==> config.mk <==
export PLATFORM = sky130hd
export DESIGN_NAME = wdt_keylock
export DESIGN_NICKNAME = d
export VERILOG_FILES = /design/src/rtl/wdt_keylock_pkg.sv /design/src/rtl/wdt_unlock_fsm.sv /design/src/rtl/wdt_count_core.sv /design/src/rtl/wdt_keylock.sv
export SDC_FILE = /design/constraint.sdc
export NUM_CORES = 1
export LEC_CHECK = 0
export ABC_AREA = 1
export BUFFER_PORTS_ARGS = -buffer_cell sky130_fd_sc_hd__buf_2
export CELL_PAD_IN_SITES_DETAIL_PLACEMENT = 0
export CELL_PAD_IN_SITES_GLOBAL_PLACEMENT = 2
export CORE_MARGIN = 5
export CORE_UTILIZATION = 35
export DETAILED_ROUTE_END_ITERATION = 8
export GPL_ROUTABILITY_DRIVEN = 1
export PLACE_DENSITY_LB_ADDON = 0.1
export SKIP_CTS_REPAIR_TIMING = 1
export SLEW_MARGIN = 20
export SYNTH_ARGS = -nofsm -noshare
export SYNTH_HDL_FRONTEND = slang
export SYNTH_SLANG_ARGS = --single-unit
export TNS_END_PERCENT = 100
==> constraint.sdc <==
create_clock -name clk_i -period 5.45 [get_ports clk_i]
set_clock_uncertainty 0.1 [all_clocks]
set_input_delay 0.2725 -clock clk_i [delete_from_list [all_inputs] [get_ports clk_i]]
set_output_delay 0.2725 -clock clk_i [all_outputs]
set_load 0.01 [all_outputs]
==> src/rtl/wdt_keylock_pkg.sv <==
package wdt_keylock_pkg;
  localparam int ADDR_W = 3;

  localparam logic [ADDR_W-1:0] A_ENABLE = 3'd0;
  localparam logic [ADDR_W-1:0] A_MATCH  = 3'd1;
  localparam logic [ADDR_W-1:0] A_STATUS = 3'd2;
  localparam logic [ADDR_W-1:0] A_COUNT  = 3'd3;
  localparam logic [ADDR_W-1:0] A_KEY1   = 3'd4;
  localparam logic [ADDR_W-1:0] A_KEY2   = 3'd5;

  localparam logic [15:0] KEY1_VAL = 16'hBABA;
  localparam logic [15:0] KEY2_VAL = 16'hEB10;

  typedef enum logic [1:0] {
    LK_LOCKED = 2'd0,
    LK_HALF   = 2'd1,
    LK_OPEN   = 2'd2
  } lock_state_e;

  function automatic logic is_guarded(input logic [ADDR_W-1:0] a);
    return (a == A_ENABLE) || (a == A_MATCH) || (a == A_STATUS);
  endfunction
endpackage

==> src/rtl/wdt_unlock_fsm.sv <==
module wdt_unlock_fsm
  import wdt_keylock_pkg::*;
#(
  parameter int DATA_W = 16
) (
  input  logic              clk_i,
  input  logic              rst_ni,
  input  logic              acc_i,
  input  logic              wr_i,
  input  logic [ADDR_W-1:0] addr_i,
  input  logic [DATA_W-1:0] wdata_i,
  output logic              grant_o
);
  lock_state_e state_q, state_d;
  logic key1_hit, key2_hit;

  assign key1_hit = acc_i && wr_i && (addr_i == A_KEY1) && (wdata_i == DATA_W'(KEY1_VAL));
  assign key2_hit = acc_i && wr_i && (addr_i == A_KEY2) && (wdata_i == DATA_W'(KEY2_VAL));

  always_comb begin
    state_d = state_q;
    unique case (state_q)
      LK_LOCKED: if (key1_hit) state_d = LK_HALF;
      LK_HALF:   if (acc_i) state_d = key2_hit ? LK_OPEN : LK_LOCKED;
      LK_OPEN:   if (acc_i) state_d = LK_LOCKED;
      default:   state_d = LK_LOCKED;
    endcase
  end

  always_ff @(posedge clk_i or negedge rst_ni)
    if (!rst_ni) state_q <= LK_LOCKED;
    else         state_q <= state_d;

  assign grant_o = (state_q == LK_OPEN) && acc_i && wr_i && is_guarded(addr_i);

  assert_open_from_half_R2: assert property (@(posedge clk_i) disable iff (!rst_ni)
    (state_q == LK_OPEN && $past(state_q) != LK_OPEN) |-> $past(state_q) == LK_HALF);

  assert_single_write_R3: assert property (@(posedge clk_i) disable iff (!rst_ni)
    grant_o |=> state_q == LK_LOCKED);

  assert_break_relocks_R4: assert property (@(posedge clk_i) disable iff (!rst_ni)
    (state_q == LK_HALF && acc_i && !key2_hit) |=> state_q == LK_LOCKED);
endmodule

==> src/rtl/wdt_count_core.sv <==
module wdt_count_core #(
  parameter int CNT_W   = 16,
  parameter int RST_LEN = 16
) (
  input  logic             clk_i,
  input  logic             rst_ni,
  input  logic             tick_i,
  input  logic             cnt_en_i,
  input  logic             rst_en_i,
  input  logic [CNT_W-1:0] match_i,
  input  logic             st_wr_i,
  input  logic             st_wdata_i,
  output logic [CNT_W-1:0] count_o,
  output logic             status_o,
  output logic             sys_rst_o
);
  localparam int PW = $clog2(RST_LEN + 1);
  localparam logic [PW-1:0] PULSE_LOAD = PW'(RST_LEN);

  logic [CNT_W-1:0] cnt_q, cnt_nxt;
  logic [PW-1:0]    pulse_q;
  logic             status_q, fire;

  assign cnt_nxt = cnt_q + 1'b1;
  assign fire    = cnt_en_i && tick_i && (cnt_nxt == match_i);

  always_ff @(posedge clk_i or negedge rst_ni)
    if (!rst_ni)        cnt_q <= '0;
    else if (!cnt_en_i) cnt_q <= '0;
    else if (tick_i)    cnt_q <= fire ? '0 : cnt_nxt;

  // a new event wins over a same-cycle status write
  always_ff @(posedge clk_i or negedge rst_ni)
    if (!rst_ni)      status_q <= 1'b0;
    else if (fire)    status_q <= 1'b1;
    else if (st_wr_i) status_q <= st_wdata_i;

  always_ff @(posedge clk_i or negedge rst_ni)
    if (!rst_ni)                pulse_q <= '0;
    else if (fire && rst_en_i)  pulse_q <= PULSE_LOAD;
    else if (pulse_q != '0)     pulse_q <= pulse_q - 1'b1;

  assign count_o   = cnt_q;
  assign status_o  = status_q;
  assign sys_rst_o = (pulse_q != '0);

  // pulse-length checker
  logic [PW:0] hi_len_q;
  always_ff @(posedge clk_i or negedge rst_ni)
    if (!rst_ni)               hi_len_q <= '0;
    else if (fire && rst_en_i) hi_len_q <= sys_rst_o ? '0 : hi_len_q;
    else if (sys_rst_o)        hi_len_q <= hi_len_q + 1'b1;
    else                       hi_len_q <= '0;

  assert_pulse_len_R8: assert property (@(posedge clk_i) disable iff (!rst_ni)
    $fell(sys_rst_o) |-> hi_len_q == (PW+1)'(RST_LEN));

  assert_rst_needs_enable_R9: assert property (@(posedge clk_i) disable iff (!rst_ni)
    $rose(sys_rst_o) |-> $past(rst_en_i));

  assert_rst_sets_status_R7: assert property (@(posedge clk_i) disable iff (!rst_ni)
    $rose(sys_rst_o) |-> status_q);

  assert_count_cleared_R6: assert property (@(posedge clk_i) disable iff (!rst_ni)
    !cnt_en_i |=> cnt_q == '0);
endmodule

==> src/rtl/wdt_keylock.sv <==
module wdt_keylock
  import wdt_keylock_pkg::*;
#(
  parameter int DATA_W  = 16,
  parameter int RST_LEN = 16
) (
  input  logic              clk_i,
  input  logic              rst_ni,
  input  logic              bus_valid_i,
  input  logic              bus_write_i,
  input  logic [ADDR_W-1:0] bus_addr_i,
  input  logic [DATA_W-1:0] bus_wdata_i,
  output logic [DATA_W-1:0] bus_rdata_o,
  input  logic              tick_i,
  output logic              sys_rst_o
);
  logic              grant;
  logic [1:0]        en_q;
  logic [DATA_W-1:0] match_q;
  logic [DATA_W-1:0] count;
  logic              status;

  wdt_unlock_fsm #(.DATA_W(DATA_W)) u_lock (
    .clk_i   (clk_i),
    .rst_ni  (rst_ni),
    .acc_i   (bus_valid_i),
    .wr_i    (bus_write_i),
    .addr_i  (bus_addr_i),
    .wdata_i (bus_wdata_i),
    .grant_o (grant)
  );

  always_ff @(posedge clk_i or negedge rst_ni)
    if (!rst_ni) begin
      en_q    <= '0;
      match_q <= '1;
    end else if (grant) begin
      if (bus_addr_i == A_ENABLE) en_q    <= bus_wdata_i[1:0];
      if (bus_addr_i == A_MATCH)  match_q <= bus_wdata_i;
    end

  wdt_count_core #(.CNT_W(DATA_W), .RST_LEN(RST_LEN)) u_core (
    .clk_i      (clk_i),
    .rst_ni     (rst_ni),
    .tick_i     (tick_i),
    .cnt_en_i   (en_q[0]),
    .rst_en_i   (en_q[1]),
    .match_i    (match_q),
    .st_wr_i    (grant && bus_addr_i == A_STATUS),
    .st_wdata_i (bus_wdata_i[0]),
    .count_o    (count),
    .status_o   (status),
    .sys_rst_o  (sys_rst_o)
  );

  always_comb begin
    bus_rdata_o = '0;
    unique case (bus_addr_i)
      A_ENABLE: bus_rdata_o = DATA_W'(en_q);
      A_MATCH:  bus_rdata_o = match_q;
      A_STATUS: bus_rdata_o = DATA_W'(status);
      A_COUNT:  bus_rdata_o = count;
      default:  bus_rdata_o = '0;
    endcase
  end

  assert_match_guarded_R5: assert property (@(posedge clk_i) disable iff (!rst_ni)
    !$stable(match_q) |-> $past(grant && bus_addr_i == A_MATCH));

  assert_enable_guarded_R5: assert property (@(posedge clk_i) disable iff (!rst_ni)
    !$stable(en_q) |-> $past(grant && bus_addr_i == A_ENABLE));
endmodule

# Word level (Yosys, flattened, before mapping)
# Index checks and enable logic that the tools add are counted.
dict set report word_totals {
  regBits 42
  output_inout_bits 17
  wordCells 57
  in_bits 24
}
dict set report op_classes {
  n_addsub 2
  n_eq_ne 14
  n_reduce_logical 22
  muxes 13
}
# op n
set op_table {}
lappend op_table {{$pmux 16 s4} 1}
lappend op_table {{$mux 16} 3}
lappend op_table {{$eq 16x16->1 const B} 2}
lappend op_table {{$add 16x1->16 const B} 1}
lappend op_table {{$eq 16x16->1} 1}
lappend op_table {{$logic_and 1x1->1} 12}
lappend op_table {{$mux 5} 2}
lappend op_table {{$mux 2} 4}
lappend op_table {{$eq 3x2->1 const B} 2}
lappend op_table {{$eq 3x3->1 const B} 2}
lappend op_table {{$ne 2x2->1 const B} 3}
lappend op_table {{$pmux 2 s3} 1}
lappend op_table {{$reduce_bool 5->1} 1}
lappend op_table {{$sub 5x1->5 const B} 1}
lappend op_table {{$reduce_and 2->1} 2}
lappend op_table {{$reduce_bool 2->1} 2}
lappend op_table {{$eq 3x1->1 const B} 1}
lappend op_table {{$logic_not 3->1} 1}
lappend op_table {{$reduce_and 3->1} 1}
lappend op_table {{$eq 2x1->1 const B} 1}
lappend op_table {{$eq 2x2->1 const B} 1}
lappend op_table {{$logic_not 2->1} 1}
lappend op_table {{$logic_or 1x1->1} 2}
lappend op_table {{$mux 1} 2}
lappend op_table {{$ne 2x1->1 const B} 1}

# Depth between registers and ports, before layout
# Gate-level depths: netlist of run 1.
dict set report depth {
  ltp_word 7
  depth_mapped 15
  depth_no_buf 14
}

# Modules after synthesis
# A second synthesis of run 1 with hierarchy kept.
dict set report hier_totals {
  hier_cells 476
  area_unflattened_um2 3300.7
}
# module seq_area_each_um2 area_each_um2 cells_each instances
set modules_own_cells {}
lappend modules_own_cells {wdt_count_core 550.5 1781.7 284 1}
lappend modules_own_cells {wdt_keylock 470.5 1275.0 143 1}
lappend modules_own_cells {wdt_unlock_fsm 50.0 244.0 49 1}

# Least setup slack after synthesis of run 1
# OpenSTA, ideal clock, no wires.
dict set report synth_path {
  path_type {register to register}
  start {register u_core.cnt_q[0], in the netlist u_core.count_o[0]}
  end {register u_core.cnt_q[11], in the netlist u_core.count_o[11]}
  arrival_time_ns 1.743
  synth_period_minus_slack_ns 1.972
  slack_ns 3.478
  stages_incl_launch_ff 16
  required_ns 5.221
  setup_time_ns 0.129
  path_cell_list {dfrtp_1 > ha_1 > nand2_2 > nor2_4 > nand2_1 > nand2_1 > nand2_1 > nand2_1 > nand3_1 > nor2_1 > nand2_1 > nor2_4 > nand2_4 > buf_6 > nand2_1 > o21ai_1}
}
dict set report synth_via {
  elab_chain_cells 6
}
# element line_no
set synth_rtl {}
lappend synth_rtl {{start, declared} wdt_count_core.sv:20} ;# logic [CNT_W-1:0] cnt_q, cnt_nxt;
lappend synth_rtl {{start signal, assigned} wdt_count_core.sv:30} ;# else if (tick_i) cnt_q <= fire ? '0 : cnt_nxt;
lappend synth_rtl {{$add 16x1->16 *} wdt_count_core.sv:24} ;# assign cnt_nxt = cnt_q + 1'b1;
lappend synth_rtl {{$eq 16x16->1} wdt_count_core.sv:25} ;# assign fire = cnt_en_i && tick_i && (cnt_nxt == match_i);
lappend synth_rtl {{$logic_and 1x1->1} wdt_count_core.sv:25}
lappend synth_rtl {{$mux 16 * (2 in series)} wdt_count_core.sv:30}
lappend synth_rtl {{$mux 16 *} wdt_count_core.sv:29} ;# else if (!cnt_en_i) cnt_q <= '0;
# Every way passes the cells marked *; elsewhere a longest branch is shown, timed or not. The select of a mux whose other input is x is not followed.
# A chain may end at the register's enable or synchronous reset.

# Final worst setup path of run 1
dict set report layout_path {
  start {register u_core.cnt_q[0], in the netlist u_core.count_o[0]}
  end {register u_core.cnt_q[3], in the netlist u_core.count_o[3]}
}
# The elaborated chain is that of the path after synthesis.

==> impl_metrics.toml, run 1 <==
[run_status]
status = "complete, no violations"

[layout]
stdcell_count = 542
n_fill_cell = 872
final_layout_size_suffix_gt1_share_pct = 20.23
layout_common_cells = "nand2_1, inv_1, nand3_1"
flow.area_growth_from_synthesis_pct = 13.90
number_of_nets_in_the_final_layout = 466
postLayoutCellArea_sq_mm = 0.003219
most_frequent_standard_cell_in_the_layout_excluding_fill_and_tap_cells = "nand2_1"
insertedDiodeCount = 0

[sta]
drv_slew = 0
timing_hold_violations_final = 0
slew_headroom_pct = 40.16
layout_min_cycle_time_ps = 2421
tns_ps = 0
worst_slew_pin_slew_ps = 895.5
setup_viol = 0
fmaxAchievable_mhz = 413.1
unrepaired_setup_endpoints_after_global_routing = "no"
finalCritPeriodShare_pct = 44.42

[grt]
grt_first_pass_wirelength_mm = 14.36
grt_pass1_vias = 2720
grt_start_max_net_pins = 43
globalRoute.totalOverflow = 0
grt_usage_pct = 18.25
antenna_found_initial = 0

[setup_path]
required_ps = 5520
worstPathArrival_ps = 2490
setup.worst_path.class = "reg -> reg"
critPathSlowestCell = "dfrtp_1"
worst_path_most_repeated_cell = "nand3_1"
cells_along_the_critical_path = "ha_1 > nand3_1 > nor2_2 > nand2_1 > nand3_1 > nand2_1 > nor2_1 > nand3_1 > nor2_2 > nand2_4 > nand3_1 > o21ai_0"
critical-path-max-stage-delay_ps = 450
worst_setup_path_end_kind = "flip-flop"
startpoint_type = "flip-flop"
worst-path-max-fanout = 16

[power]
switching_power_total_mw = 0.1676
power.leakage_nw = 1.506
worst_ir_drop_vdd_mv = 0.07396
netSwitchingFraction_pct = 28.38
seq_power_share_pct = 53.5
power-per-cell-area_mw_per_mm2 = 183.4
comb_power_share_pct = 6.7
clock_power_share_pct = 39.8
power_report.internal_total_mw = 0.4229

[placement]
dp_hpwl_mm = 6.330
placedInstanceArea_sq_mm = 0.003110
numPlacedInstances = 533
routabilityCongestion = 0.8232
io_buffers = 40

[floorplan]
start_util_pct = 36.20
rows = 32
floorplan.io_pins = 41
dieArea_sq_mm = 0.009973
core_sq_mm = 0.007807
fp.dieW_microns = 99.87
die_height_microns = 99.87

[drt]
detail_route.vias_per_cell = 5.033
detailroute.via_count = 2728
wl_mm = 8.614
routed_wire_length_per_instance_microns = 15.89
drtAntennaViolNets = 0
post-route-drc-count = 0
drt_pre_antenna_iters = 4
drt_iter0_drc = 108

[logic_synthesis]
yosys_register_bits = 42
synth_nets = 426
seq_area_frac_synth_pct = 37.89
post_synth_main_area_contributors = "dfrtp_1, dfstp_2, nand2_1"
synth_top_cell_by_area = "dfrtp_1"
synth_top_area_share_pct = 23.02
synth_cell_types = 33
syn_area_sq_mm = 0.002826
syn-instance-count = 399
synth_warnings = 0
syn_area_cell_sq_um = 7.084

[clock_network]
clkLatencyLatePin_ps = 310
clockBufferDepth = 2
tritoncts = "built"
cts_inserted_buffers = 5
htree_levels = 2
cts_root_buf = "clkbuf_8"
clkTransAtPathRegs_ps = 110
cts_num_sinks = 42

[worst_hold_path]
min_path_type = "in -> reg"

[run]
max_cap_violations = 0
[layer usage]
layer	routed length [microns]	GRT usage, %	part of all wire [%]	vias to the layer above
li1	-	-	-	1404
met1	4347	26.24	50	1247
met2	3864	28.22	45	68
met3	292	3.197	3.4	9
met4	110	4.832	1.3	0
met5	0	0	0	-
[power groups by stage]
stage	registers [mW]	clock network (mW)	logic [mW]
final	0.316	0.235	0.0397
after global routing	0.316	0.256	0.0452
after CTS	0.316	0.239	0.0396
after detailed placement	0.321	0	0.0395
after global placement	0.321	0	0.0394
after floorplan	0.321	0	0.0141
[synthesized netlist by cell type (all sizes together)]
| library cell | instances |
|---|---|
| and2 | 1 |
| dfstp | 16 |
| o2111ai | 1 |
| dlygate4sd3 | 1 |
| nor2 | 47 |
| dfrtp | 26 |
| mux2 | 1 |
| xnor2 | 2 |
| xor2 | 4 |
| nand3 | 43 |
| o22ai | 13 |
| ha | 3 |
| nand4 | 15 |
| clkbuf | 6 |
| o21bai | 2 |
| nor4 | 4 |
| nand2 | 103 |
| buf | 1 |
| o21ai | 31 |
| a21oi | 14 |
| o41ai | 2 |
| or3 | 1 |
| nor3 | 4 |
| o211ai | 1 |
| inv | 57 |
[per-stage QoR]
stage	hold WS (ps)	worst slack (ps)	total power, mW	utilization [%]
after floorplan	-123.1	3478	0.3348	-
after global routing	113.4	2772	0.6176	41.23
after global placement	402.9	3012	0.3606	39.84
final	93.88	3029	0.5905	41.23
after detailed placement	405.1	2941	0.3608	39.84
after CTS	64.67	3058	0.5946	41.07
[worst paths after layout]
kind | startpoint | to | slack [ps] | cells past startpoint
max | u_core.count_o[0]$_DFFE_PN0P_ | u_core.count_o[3]$_DFFE_PN0P_ | 3030 | 12
min | bus_wdata_i[4] | match_q[4]$_DFFE_PN1P_ | 90 | 3
max reg2reg | u_core.count_o[0]$_DFFE_PN0P_ | u_core.count_o[3]$_DFFE_PN0P_ | 3030 | 12
min reg2reg | match_q[15]$_DFFE_PN1P_ | match_q[15]$_DFFE_PN1P_ | 420 | 2
max in group asynchronous | rst_ni | u_core.count_o[7]$_DFFE_PN0P_ | 4440 | 2
min in group asynchronous | rst_ni | u_core.count_o[12]$_DFFE_PN0P_ | 390 | 2
[critical path: cells and delay by family (launching register included)]
family | cells | cell delay [ps]
fa+ha+maj | 1 | 240
compound gates | 1 | 90
flops | 1 | 450
simple gates | 10 | 1370
[sequential cells by signal, summed over array words and instances (netlist names)]
register	count
match_q	16
u_core.count_o	16
u_core.pulse_q	5
en_q	2
u_lock.state_q	2
u_core.status_o	1
[cell type report]
cell class | count | area (sq um) | share of cell area (%)
clock buffer | 5 | 68.82 | 2.138
clock inverter | 3 | 27.53 | 0.8550
inverter | 57 | 214.0 | 6.646
multi-input combinational | 292 | 1498 | 46.52
sequential | 42 | 1071 | 33.27
tap | 102 | 127.6 | 3.964
timing repair buffer | 41 | 212.7 | 6.607
[cell families after synthesis]
kind of cell             Yosys count  share of synthesized area, %
buffers and inverters             65                         9.119
flip-flops                        42                         37.89
XOR/XNOR                           6                         1.859
AO/OA/AOI/OAI                     64                         12.57
AND/OR/NAND/NOR                  218                         36.83
multiplexers                       1                        0.3984
adder cells (fa/ha/maj)            3                         1.328
Power figures use the tool's default switching activity.
==> inputs of run 2 (changes only) <==
--- a/config.mk
+++ b/config.mk
@@ -10,7 +10,7 @@
 export CELL_PAD_IN_SITES_DETAIL_PLACEMENT = 0
 export CELL_PAD_IN_SITES_GLOBAL_PLACEMENT = 2
 export CORE_MARGIN = 5
-export CORE_UTILIZATION = 35
+export CORE_UTILIZATION = 32
 export DETAILED_ROUTE_END_ITERATION = 8
 export GPL_ROUTABILITY_DRIVEN = 1
 export PLACE_DENSITY_LB_ADDON = 0.1
==> constraint.sdc (replaced) <==
create_clock -name clk_i -period 2.5 [get_ports clk_i]
set_clock_uncertainty 0.1 [all_clocks]
set_input_delay 0.125 -clock clk_i [delete_from_list [all_inputs] [get_ports clk_i]]
set_output_delay 0.125 -clock clk_i [all_outputs]
set_load 0.01 [all_outputs]
==> run 2 against run 1 <==
Compared with the run above:
- the run now ends with hold timing left
- power rose by 150%
- clock-buffer cell count did not move
- worst hold slack got worse by 100 ps
- die area rose by 8.4%
- highest routed layer unchanged
==> impl_metrics.toml, run 2 (synthesis results as in run 1) <==
[setup_path]
crit_path_end = "u_core.count_o[1]$_DFFE_PN0P_"
worst_setup_path_end_kind = "flip-flop"
worstReg2RegStart = "u_core.count_o[0]$_DFFE_PN0P_"
rrSetupSlack_ps = 260
required_ps = 2560
worstPathArrival_ps = 2300
r2r.worst_path.cells = 14
worst_r2r_endpoint = "u_core.count_o[1]$_DFFE_PN0P_"
startpoint_type = "flip-flop"
crit_start = "u_core.count_o[0]$_DFFE_PN0P_"
setup.worst_path.class = "reg -> reg"
worst-path-max-fanout = 16

[sta]
final.hold.worst_slack_ps = -8.326
finalCritPeriodShare_pct = 89.58
tns_ps = 0
layout_min_cycle_time_ps = 2240
drv_slew = 0
timing_hold_violations_final = 1
setup_viol = 0
unrepaired_setup_endpoints_after_global_routing = "no"
worst_slew_pin_slew_ps = 929.4
slew_headroom_pct = 38.04
worst_slack_ps = 260.5
fmaxAchievable_mhz = 446.5

[placement]
placedInstanceArea_sq_mm = 0.003156
dp_hpwl_mm = 6.678
io_buffers = 40
pre_cts_ws_ps = 249.8
routabilityCongestion = 0.7793
numPlacedInstances = 544

[layout]
number_of_nets_in_the_final_layout = 478
insertedDiodeCount = 0
postLayoutCellArea_sq_mm = 0.003378
stdcell_count = 560
flow.area_growth_from_synthesis_pct = 19.52
final_layout_size_suffix_gt1_share_pct = 20.80
layout_common_cells = "nand2_1, inv_1, nand3_1"
most_frequent_standard_cell_in_the_layout_excluding_fill_and_tap_cells = "nand2_1"
finalCoreUtilization_pct = 38.93

[run_status]
status = "finished with violations"
failed_checks = "hold timing"

[drt]
wl_mm = 8.758
post-route-drc-count = 0
detail_route.vias_per_cell = 4.936
routed_wire_length_per_instance_microns = 15.64
drt_iter0_drc = 149
drt_pre_antenna_iters = 4
drtAntennaViolNets = 0
detailroute.via_count = 2764

[run]
max_cap_violations = 0

[grt]
grt_usage_pct = 16.34
globalRoute.totalOverflow = 0
grt_pass1_vias = 2779
grt_first_pass_wirelength_mm = 14.26
met1_usage_pct = 21.91
global_route.usage.met3_pct = 3.414
grt_start_max_net_pins = 40
global_route.peak_usage_layer = "met2"
met2_usage_pct = 26.91
antenna_found_initial = 0

[clock_network]
clkTransAtPathRegs_ps = 90
cts_inserted_buffers = 5
cts_num_sinks = 42
tritoncts = "built"
clockBufferDepth = 2
cts_root_buf = "clkbuf_8"
htree_levels = 2
clkLatencyLatePin_ps = 300

[power]
worst_ir_drop_vdd_mv = 0.2168
power.leakage_nw = 1.578
power-per-cell-area_mw_per_mm2 = 430.2

[floorplan]
dieArea_sq_mm = 0.01081
rows = 34
die_height_microns = 104.0
core_sq_mm = 0.008678
fp.dieW_microns = 104.0
floorplan.io_pins = 41
start_util_pct = 32.57

[worst_hold_path]
min_path_type = "in -> reg"
==> run 2: cell types whose count changed in the layout (fill, tap and decap cells not counted), sizes merged <==
| cell | change |
|---|---|
| dlygate4sd3 | +7 |
| buf | +5 |
| bufinv | +2 |
| inv | -2 |
| clkinv | +1 |
| clkinvlp | -1 |
==> run 2: worst min path at each step <==
stage | start | endpoint | slack, ps | cells past startpoint
3_5_place_dp | rst_ni | u_lock.state_q[0]$_DFFE_PN0P_ | 220 | 1
4_1_cts | rst_ni | u_lock.state_q[0]$_DFFE_PN0P_ | -110 | 1
6_report | bus_wdata_i[7] | match_q[7]$_DFFE_PN1P_ | -8 | 3
3_3_place_gp | rst_ni | u_lock.state_q[0]$_DFFE_PN0P_ | 230 | 1
5_1_grt | bus_wdata_i[6] | match_q[6]$_DFFE_PN1P_ | 10 | 3
2_1_floorplan | rst_ni | en_q[0]$_DFFE_PN0P_ | -270 | 0
==> run 2: power breakdown <==
group / switching (mW) / internal [mW] / total (mW)
logic: 0.0603 / 0.0379 / 0.0983
registers: 0.00267 / 0.685 / 0.688
clock network: 0.267 / 0.401 / 0.667
==> run 2: metal layers <==
| metal | vias to the layer above | part of all wire (%) |
|---|---|---|
| met5 | - | 0 |
| li1 | 1427 | - |
| met4 | 0 | 1.2 |
| met1 | 1260 | 46 |
| met3 | 6 | 5.9 |
| met2 | 71 | 47 |
==> run 2: stage by stage <==
step           hold slack, ps  total power [mW]
2_1_floorplan          -270.6            0.7299
6_report               -8.326             1.453
5_1_grt                 10.66             1.513
3_5_place_dp            221.5            0.7915
4_1_cts                -106.6             1.464
3_3_place_gp            231.1            0.7916
==> run 2: area by class of cell <==
type                    instances  area [sq um]
well taps                     108         135.1
repair buffers                 53         317.8
clock inverters                 3         68.82
multi-input cells             292          1503
flip-flops and latches         42          1071
inverters                      57         214.0
clock buffers                   5         68.82
fillers                       944          5300
==> run 2: worst max-delay path, cell delays in order, from the launching register on <==
cell and delay [ps]:
dfrtp_1 440, ha_1 230, nand2_2 100, nor2_4 200
nand2_1 100, nand2_1 90, nand2_1 50, nand2_1 50
nand3_1 70, nor2_1 90, nand2_1 100, nor2_4 130
nand2_4 170, nand3_1 110, o21ai_0 80
